<file path="config.mk">
export PLATFORM = sky130hd
export DESIGN_NAME = udp_regresp
export DESIGN_NICKNAME = d
export VERILOG_FILES = /design/src/rtl/udp_regresp_pkg.sv /design/src/rtl/udp_rx_parse.sv /design/src/rtl/udp_regfile.sv /design/src/rtl/udp_stream_timer.sv /design/src/rtl/udp_tx_mux.sv /design/src/rtl/udp_regresp.sv
export SDC_FILE = /design/constraint.sdc
export NUM_CORES = 1
export LEC_CHECK = 0
export BUFFER_PORTS_ARGS = -buffer_cell sky130_fd_sc_hd__buf_4
export CORE_UTILIZATION = 40
export CTS_BUF_LIST = sky130_fd_sc_hd__clkbuf_4
export DETAILED_ROUTE_END_ITERATION = 7
export SETUP_SLACK_MARGIN = 0.05
export SLEW_MARGIN = 15
export SYNTH_ARGS = -nofsm -noshare
export SYNTH_HDL_FRONTEND = slang
export SYNTH_SLANG_ARGS = --single-unit
export TNS_END_PERCENT = 10
</file>
<file path="constraint.sdc">
create_clock -name clk -period 2.8 [get_ports clk]
set_input_delay 0.56 -clock clk [delete_from_list [all_inputs] [get_ports clk]]
set_output_delay 0.56 -clock clk [all_outputs]
set_load 0.1 [all_outputs]
</file>
<file path="src/rtl/udp_regresp_pkg.sv">
package udp_regresp_pkg;
  localparam logic [7:0] OP_RD       = 8'h01;
  localparam logic [7:0] OP_WR       = 8'h02;
  localparam logic [7:0] ADDR_PER_HI = 8'h80;
  localparam logic [7:0] ADDR_PER_LO = 8'h81;
  localparam logic [7:0] ADDR_EN     = 8'h82;
  localparam int         REPLY_LEN   = 3;

  typedef enum logic [1:0] {
    TX_IDLE   = 2'd0,
    TX_REPLY  = 2'd1,
    TX_STREAM = 2'd2
  } tx_state_t;
endpackage

</file>
<file path="src/rtl/udp_rx_parse.sv">
module udp_rx_parse
  import udp_regresp_pkg::*;
(
  input  logic       clk,
  input  logic       rst_n,
  input  logic       rx_valid,
  input  logic       rx_sop,
  input  logic       rx_eop,
  input  logic [7:0] rx_data,
  output logic       rd_req,
  output logic       wr_req,
  output logic [7:0] req_addr,
  output logic [7:0] wr_data
);
  logic [1:0] idx_q, idx_d, pos;
  logic [7:0] op_q, op_d, addr_q, addr_d, dat_q, dat_d;
  logic [7:0] b_op;
  logic       done;

  // Byte position within the payload; saturates at 3 (enough for any opcode)
  always_comb begin
    pos      = rx_sop ? 2'd0 : idx_q;
    b_op     = (pos == 2'd0) ? rx_data : op_q;
    req_addr = (pos == 2'd1) ? rx_data : addr_q;
    wr_data  = (pos == 2'd2) ? rx_data : dat_q;
    done     = rx_valid && rx_eop;
    rd_req   = done && (b_op == OP_RD) && (pos >= 2'd1);
    wr_req   = done && (b_op == OP_WR) && (pos >= 2'd2);
  end

  always_comb begin
    idx_d  = idx_q;
    op_d   = op_q;
    addr_d = addr_q;
    dat_d  = dat_q;
    if (rx_valid) begin
      if (pos == 2'd0) op_d   = rx_data;
      if (pos == 2'd1) addr_d = rx_data;
      if (pos == 2'd2) dat_d  = rx_data;
      if (done)                idx_d = 2'd0;
      else if (pos != 2'd3)    idx_d = pos + 2'd1;
      else                     idx_d = pos;
    end
  end

  always_ff @(posedge clk or negedge rst_n) begin
    if (!rst_n) begin
      idx_q  <= 2'd0;
      op_q   <= 8'h00;
      addr_q <= 8'h00;
      dat_q  <= 8'h00;
    end else begin
      idx_q  <= idx_d;
      op_q   <= op_d;
      addr_q <= addr_d;
      dat_q  <= dat_d;
    end
  end
endmodule

</file>
<file path="src/rtl/udp_regfile.sv">
module udp_regfile
  import udp_regresp_pkg::*;
#(
  parameter int          NUM_SCRATCH = 16,
  parameter logic [15:0] PERIOD_RST  = 16'd1000
) (
  input  logic        clk,
  input  logic        rst_n,
  input  logic        wr_en,
  input  logic [7:0]  addr,
  input  logic [7:0]  wr_data,
  output logic [7:0]  rd_data,
  output logic [15:0] period,
  output logic        stream_en
);
  localparam int         SCR_AW  = (NUM_SCRATCH > 1) ? $clog2(NUM_SCRATCH) : 1;
  localparam logic [7:0] SCR_LIM = 8'(NUM_SCRATCH);

  logic [8*NUM_SCRATCH-1:0] scr_flat;
  logic [7:0] per_hi_q, per_lo_q, en_q;

  for (genvar i = 0; i < NUM_SCRATCH; i++) begin : g_scr
    logic [7:0] q;
    logic       hit;
    assign hit = wr_en && (addr == 8'(i));
    always_ff @(posedge clk or negedge rst_n) begin
      if (!rst_n)   q <= 8'h00;
      else if (hit) q <= wr_data;
    end
    assign scr_flat[8*i +: 8] = q;
  end

  always_ff @(posedge clk or negedge rst_n) begin
    if (!rst_n) begin
      per_hi_q <= PERIOD_RST[15:8];
      per_lo_q <= PERIOD_RST[7:0];
      en_q     <= 8'h00;
    end else if (wr_en) begin
      if (addr == ADDR_PER_HI) per_hi_q <= wr_data;
      if (addr == ADDR_PER_LO) per_lo_q <= wr_data;
      if (addr == ADDR_EN)     en_q     <= wr_data;
    end
  end

  always_comb begin
    rd_data = 8'h00;
    if (addr < SCR_LIM)            rd_data = scr_flat[8*addr[SCR_AW-1:0] +: 8];
    else if (addr == ADDR_PER_HI)  rd_data = per_hi_q;
    else if (addr == ADDR_PER_LO)  rd_data = per_lo_q;
    else if (addr == ADDR_EN)      rd_data = en_q;
  end

  assign period    = {per_hi_q, per_lo_q};
  assign stream_en = (en_q != 8'h00);
endmodule

</file>
<file path="src/rtl/udp_stream_timer.sv">
module udp_stream_timer (
  input  logic        clk,
  input  logic        rst_n,
  input  logic        enable,
  input  logic [15:0] period,
  input  logic        ack,
  output logic        req
);
  logic [15:0] cnt_q, cnt_d;
  logic        pend_q, pend_d;

  always_comb begin
    cnt_d  = cnt_q;
    pend_d = pend_q;
    if (!enable) begin
      cnt_d  = 16'd0;
      pend_d = 1'b0;
    end else if (pend_q) begin
      if (ack) pend_d = 1'b0;
    end else if (cnt_q >= period) begin
      pend_d = 1'b1;
      cnt_d  = 16'd0;
    end else begin
      cnt_d = cnt_q + 16'd1;
    end
  end

  always_ff @(posedge clk or negedge rst_n) begin
    if (!rst_n) begin
      cnt_q  <= 16'd0;
      pend_q <= 1'b0;
    end else begin
      cnt_q  <= cnt_d;
      pend_q <= pend_d;
    end
  end

  // Gated with the live enable so a stop write wins over a pending expiry
  assign req = pend_q && enable;
endmodule

</file>
<file path="src/rtl/udp_tx_mux.sv">
module udp_tx_mux
  import udp_regresp_pkg::*;
#(
  parameter int BLOCK_LEN = 256,
  parameter int SEQ_W     = 32,
  parameter int LEN_W     = 16
) (
  input  logic             clk,
  input  logic             rst_n,
  input  logic             rd_req,
  input  logic [7:0]       rd_addr,
  input  logic [7:0]       rd_val,
  input  logic             st_req,
  input  logic             tx_ready,
  output logic             st_ack,
  output logic             rd_pend,
  output logic             tx_valid,
  output logic             tx_sop,
  output logic             tx_eop,
  output logic [7:0]       tx_data,
  output logic [LEN_W-1:0] tx_len
);
  localparam int SEQ_B  = SEQ_W / 8;
  localparam int ST_LEN = SEQ_B + BLOCK_LEN;
  localparam int CNT_W  = $clog2(ST_LEN + 1);

  tx_state_t        state_q, state_d;
  logic [CNT_W-1:0] bcnt_q, bcnt_d, plen;
  logic [SEQ_W-1:0] seq_q, seq_d;
  logic             rp_q, rp_d;
  logic [7:0]       ra_q, ra_d, rv_q, rv_d;
  logic             start_rd, last, fire;

  always_comb begin
    start_rd = (state_q == TX_IDLE) && rp_q;
    st_ack   = (state_q == TX_IDLE) && !rp_q && st_req;
    plen     = (state_q == TX_REPLY) ? CNT_W'(REPLY_LEN) : CNT_W'(ST_LEN);
    last     = (bcnt_q == plen - CNT_W'(1));
    tx_valid = (state_q != TX_IDLE);
    fire     = tx_valid && tx_ready;
    tx_sop   = tx_valid && (bcnt_q == '0);
    tx_eop   = tx_valid && last;
    tx_len   = tx_valid ? LEN_W'(plen) : '0;
    tx_data  = 8'h00;
    if (state_q == TX_REPLY) begin
      if (bcnt_q == CNT_W'(0))      tx_data = OP_RD;
      else if (bcnt_q == CNT_W'(1)) tx_data = ra_q;
      else                          tx_data = rv_q;
    end else if (state_q == TX_STREAM) begin
      if (bcnt_q < CNT_W'(SEQ_B)) begin
        for (int k = 0; k < SEQ_B; k++)
          if (bcnt_q == CNT_W'(k)) tx_data = seq_q[8*(SEQ_B-1-k) +: 8];
      end else begin
        tx_data = 8'(bcnt_q - CNT_W'(SEQ_B));
      end
    end
  end

  always_comb begin
    state_d = state_q;
    bcnt_d  = bcnt_q;
    seq_d   = seq_q;
    rp_d    = rp_q;
    ra_d    = ra_q;
    rv_d    = rv_q;
    if (start_rd) rp_d = 1'b0;
    if (rd_req && (!rp_q || start_rd)) begin
      rp_d = 1'b1;
      ra_d = rd_addr;
      rv_d = rd_val;
    end
    if (start_rd) begin
      state_d = TX_REPLY;
      bcnt_d  = '0;
    end else if (st_ack) begin
      state_d = TX_STREAM;
      bcnt_d  = '0;
    end else if (fire) begin
      if (last) begin
        state_d = TX_IDLE;
        bcnt_d  = '0;
        if (state_q == TX_STREAM) seq_d = seq_q + SEQ_W'(1);
      end else begin
        bcnt_d = bcnt_q + CNT_W'(1);
      end
    end
  end

  always_ff @(posedge clk or negedge rst_n) begin
    if (!rst_n) begin
      state_q <= TX_IDLE;
      bcnt_q  <= '0;
      seq_q   <= '0;
      rp_q    <= 1'b0;
      ra_q    <= 8'h00;
      rv_q    <= 8'h00;
    end else begin
      state_q <= state_d;
      bcnt_q  <= bcnt_d;
      seq_q   <= seq_d;
      rp_q    <= rp_d;
      ra_q    <= ra_d;
      rv_q    <= rv_d;
    end
  end

  assign rd_pend = rp_q;
endmodule

</file>
<file path="src/rtl/udp_regresp.sv">
module udp_regresp #(
  parameter int          NUM_SCRATCH = 16,
  parameter logic [15:0] PERIOD_RST  = 16'd1000,
  parameter int          BLOCK_LEN   = 256,
  parameter int          SEQ_W       = 32,
  parameter int          LEN_W       = 16
) (
  input  logic             clk,
  input  logic             rst_n,
  input  logic             rx_valid,
  input  logic             rx_sop,
  input  logic             rx_eop,
  input  logic [7:0]       rx_data,
  input  logic             tx_ready,
  output logic             tx_valid,
  output logic             tx_sop,
  output logic             tx_eop,
  output logic [7:0]       tx_data,
  output logic [LEN_W-1:0] tx_len
);
  logic        rd_req, wr_req, stream_en, st_req, st_ack, rd_pend;
  logic [7:0]  req_addr, wr_data, rd_val;
  logic [15:0] period;

  udp_rx_parse u_parse (
    .clk(clk), .rst_n(rst_n),
    .rx_valid(rx_valid), .rx_sop(rx_sop), .rx_eop(rx_eop), .rx_data(rx_data),
    .rd_req(rd_req), .wr_req(wr_req), .req_addr(req_addr), .wr_data(wr_data)
  );

  udp_regfile #(.NUM_SCRATCH(NUM_SCRATCH), .PERIOD_RST(PERIOD_RST)) u_regs (
    .clk(clk), .rst_n(rst_n),
    .wr_en(wr_req), .addr(req_addr), .wr_data(wr_data),
    .rd_data(rd_val), .period(period), .stream_en(stream_en)
  );

  udp_stream_timer u_timer (
    .clk(clk), .rst_n(rst_n),
    .enable(stream_en), .period(period), .ack(st_ack), .req(st_req)
  );

  udp_tx_mux #(.BLOCK_LEN(BLOCK_LEN), .SEQ_W(SEQ_W), .LEN_W(LEN_W)) u_tx (
    .clk(clk), .rst_n(rst_n),
    .rd_req(rd_req), .rd_addr(req_addr), .rd_val(rd_val),
    .st_req(st_req), .tx_ready(tx_ready),
    .st_ack(st_ack), .rd_pend(rd_pend),
    .tx_valid(tx_valid), .tx_sop(tx_sop), .tx_eop(tx_eop),
    .tx_data(tx_data), .tx_len(tx_len)
  );
endmodule

</file>
==> run_results.csv <==
group,metric,value,unit
outcome,status,"finished with violations",
outcome,violations,"setup timing",
final_layout,layout-drive-gt1-share,24.52,%
cts,clock-root-buffer,"clkbuf_4",
logic_synthesis,synth-edff-count,0,
place,hpwl,24.06,mm
power,p_per_area,610.0,nW/um2
logic_synthesis,ys_seq_area_share,50.09,%
timing,relSlewSlack,49.93,%
timing,min_period,3.323,ns
drt,routedWlPerCell,18.31,um
worst_setup_path,cp.arrival,2.76,ns
die,coreArea,31470,um2
logic_synthesis,netlist_instances,1326,
logic_synthesis,netlist_area,12750,um2
worst_setup_path,r2r_cells,9,
logic_synthesis,syn_avg_cell_area,9.618,um2
timing,tns,-3.030,ns
cts,clk_latency,0.68,ns
die,rows,65,
cts,cts_max_level,3,
drt,vias,10429,
timing,finalCritPeriodShare,118.7,%
drt,drt_iter0_markers,742,
logic_synthesis,synth_top_cell_by_area,"dfrtp_1",
drt,first_pass_iters,5,
cts,tritoncts,"done",
worst_setup_path,crit_fanout,3,
timing,setup_ws,-0.5229,ns
timing,setup-violations-final,9,
worst_setup_path,cp-start-kind,"flip-flop",
drt,vias_per_cell,5.429,
global_routing,antenna_found_initial,1,
final_layout,nFillCells,2900,
drt,antenna_left,0,
place,place_congestion,0.8988,
timing,drv_slew,0,
logic_synthesis,yosysMostFrequentCell,"dfrtp_1",
worst_setup_path,rr_endpoint,"u_tx.rv_q[1]",
worst_setup_path,regToRegSetupSlack,0.11,ns
place,port_buffers,28,
timing,rsz0062_at_grt,"true",
worst_hold_path,hp-class,"in -> reg",
worst_hold_path,hold-path-endpoint,"u_parse.op_q[5]",
worst_hold_path,hold_path_depth,2,
cts,numCtsBuffers,75,
final_layout,stdcell_count,1921,
logic_synthesis,netlist_top_cells_area,"dfrtp_1, o21ai_0, nand2_1, mux2i_1, ha_1",
logic_synthesis,synth.ff_latch_count,255,
drt,wl,35.17,mm
final_layout,num-nets-final,1499,
die,start_util,40.52,%
global_routing,grt_pass1_vias,10420,
timing,skew,0.06353,ns
global_routing,globalRouteOverflowTotal,0,
place,place_inst,1777,
worst_hold_path,hp-start,"rx_data[5]",
worst_setup_path,crit_start,"u_tx.bcnt_q[1]",
worst_setup_path,cp.required,2.24,ns
logic_synthesis,synth_cell_types,65,
cts,clock_path_buffers,3,
logic_synthesis,synth_top_area_share,48.86,%
logic_synthesis,synth_common_cells,"dfrtp_1, nand2_1, o21ai_0, mux2i_1, clkbuf_1",
worst_setup_path,worstSetupPathType,"reg -> out",
die,chipWidth,180.6,um
cts,clkSinkCount,255,
timing,hold_violations,0,
drt,drcViolationCount,0,
timing,tightestPinTransition,0.7461,ns
logic_synthesis,synth-warning-count,0,
die,die_y,180.6,um
power,ir_worst_vdd,282.0,uV
logic_synthesis,dominantRegCellSynth,"dfrtp_1",
logic_synthesis,async_flop_share,100.0,%
die,dieArea,32600,um2
worst_setup_path,r2r-start,"u_parse.idx_q[1]",
global_routing,grt_start_max_net_pins,81,
final_layout,syn2layout_area_growth,22.97,%
global_routing,grt_usage,22.30,%
power,leakagePower,0.006792,uW
cts,cts.clk_slew.worst_paths,0.06,ns
timing,fmax,300.9,MHz
global_routing,grt_pass1_wl,56.95,mm
die,ioPinCount,41,
run,cap_violations,0,
worst_setup_path,endpoint_kind,"output pin",
per-stage QoR:
stage	util (%)	setup slack (ns)	total power, uW	area, um2	hold WS (ns)
after floorplan	-	-0.1343	5053	12940	0.2644
after global placement	45.12	-0.2287	5798	14200	0.4609
after detailed placement	45.12	-0.2497	5817	14200	0.4690
after CTS	49.27	-0.3507	9539	15510	0.1303
after global routing	49.83	-0.5975	10060	15680	0.1409
final	49.83	-0.5229	9567	15680	0.1815
layer usage:
layer | track usage, % | vias up | routed length [um]
li1 | - | 5004 | -
met1 | 28.57 | 5043 | 15300
met2 | 37.30 | 311 | 17230
met3 | 4.446 | 71 | 1767
met4 | 8.239 | 0 | 875
met5 | 0 | - | 0
power by group:
part | total [uW] | internal (uW) | leakage, uW | switching (uW)
clock network | 3500 | 1920 | 0.000570 | 1580
registers | 3920 | 3800 | 0.00344 | 117
logic | 2150 | 843 | 0.00278 | 1310
flip-flops by register name, indices dropped and copies added (netlist names):
signal / count
u_regs.g_scr.q: 128
u_tx.seq_q: 32
u_timer.cnt_q: 16
u_tx.bcnt_q: 9
u_parse.addr_q: 8
u_parse.dat_q: 8
u_parse.op_q: 8
u_regs.en_q: 8
u_regs.per_hi_q: 8
u_regs.per_lo_q: 8
u_tx.ra_q: 8
u_tx.rv_q: 8
u_parse.idx_q: 2
u_tx.state_q: 2
u_timer.pend_q: 1
u_tx.rd_pend: 1
layout by cell type (no fill, tap or decap), drive strengths merged, types with 3 or more instances in the layout:
cell type,Yosys,final
dfrtp,249,249
nand2,235,235
o21ai,199,199
buf,25,135
clkbuf,65,112
mux2i,77,77
nor2,58,58
nand3,45,45
a21oi,41,41
inv,37,39
o22ai,31,31
xnor2,29,29
ha,25,25
clkinv,0,19
nor3,19,19
nand4,17,17
mux2,15,15
nor4,14,14
xor2,13,13
mux4,12,12
conb,1,12
and3,11,11
a22oi,11,11
a222oi,8,8
nor3b,7,7
and2,7,7
nor2b,7,7
dfstp,6,6
or3,6,6
o311ai,6,6
nand2b,5,5
a211oi,5,5
a21o,3,3
and4,3,3
o32ai,3,3
o31ai,3,3
or4,3,3
what timing repair did:
item                                   CTS  global route
endpoints found under the hold margin   55             0
buffers inserted                         4             5
hold buffers                             1             0
setup endpoints to repair               23            54
resized for setup                       79            33
pin swaps                               16            12
layout make-up:
type / instances / area [um2] / area share (%)
multi-input combinational: 955 / 6360 / 40.55
tap: 402 / 503.0 / 3.207
sequential: 255 / 6389 / 40.74
antenna: 2 / 5.005 / 0.03191
inverter: 37 / 138.9 / 0.8856
timing repair buffer: 136 / 1333 / 8.497
clock buffer: 112 / 840.8 / 5.361
clock inverter: 22 / 113.9 / 0.7260
critical path, stage by stage, from the launching register on:
cell	delay (ns)
dfrtp_1	0.41
inv_2	0.12
ha_4	0.14
nor2b_4	0.17
buf_4	0.14
a221oi_4	0.06
o31ai_2	0.25
a21oi_2	0.10
nor3_2	0.28
a21oi_2	0.08
o22ai_4	0.13
buf_12	0.20
logic make-up after synthesis:
family	share of synthesized area [%]
buffers and inverters	4.218
xor gates and xnor gates	2.884
and+or+nand+nor	16.11
other	0.02940
muxes	9.487
AOI/OAI and AO/OA	14.73
DFF	50.09
adders and majority gates	2.453
worst max-delay path by stage:
stage	to	slack [ns]	cells past startpoint
final	tx_data[7]	-0.52	11
after global routing	tx_data[7]	-0.60	11
after CTS	tx_data[7]	-0.35	10
after detailed placement	u_tx.rv_q[0]	-0.25	10
after global placement	u_tx.rv_q[0]	-0.23	10
after floorplan	tx_data[0]	-0.13	8
(Power assumes the default switching activity.)
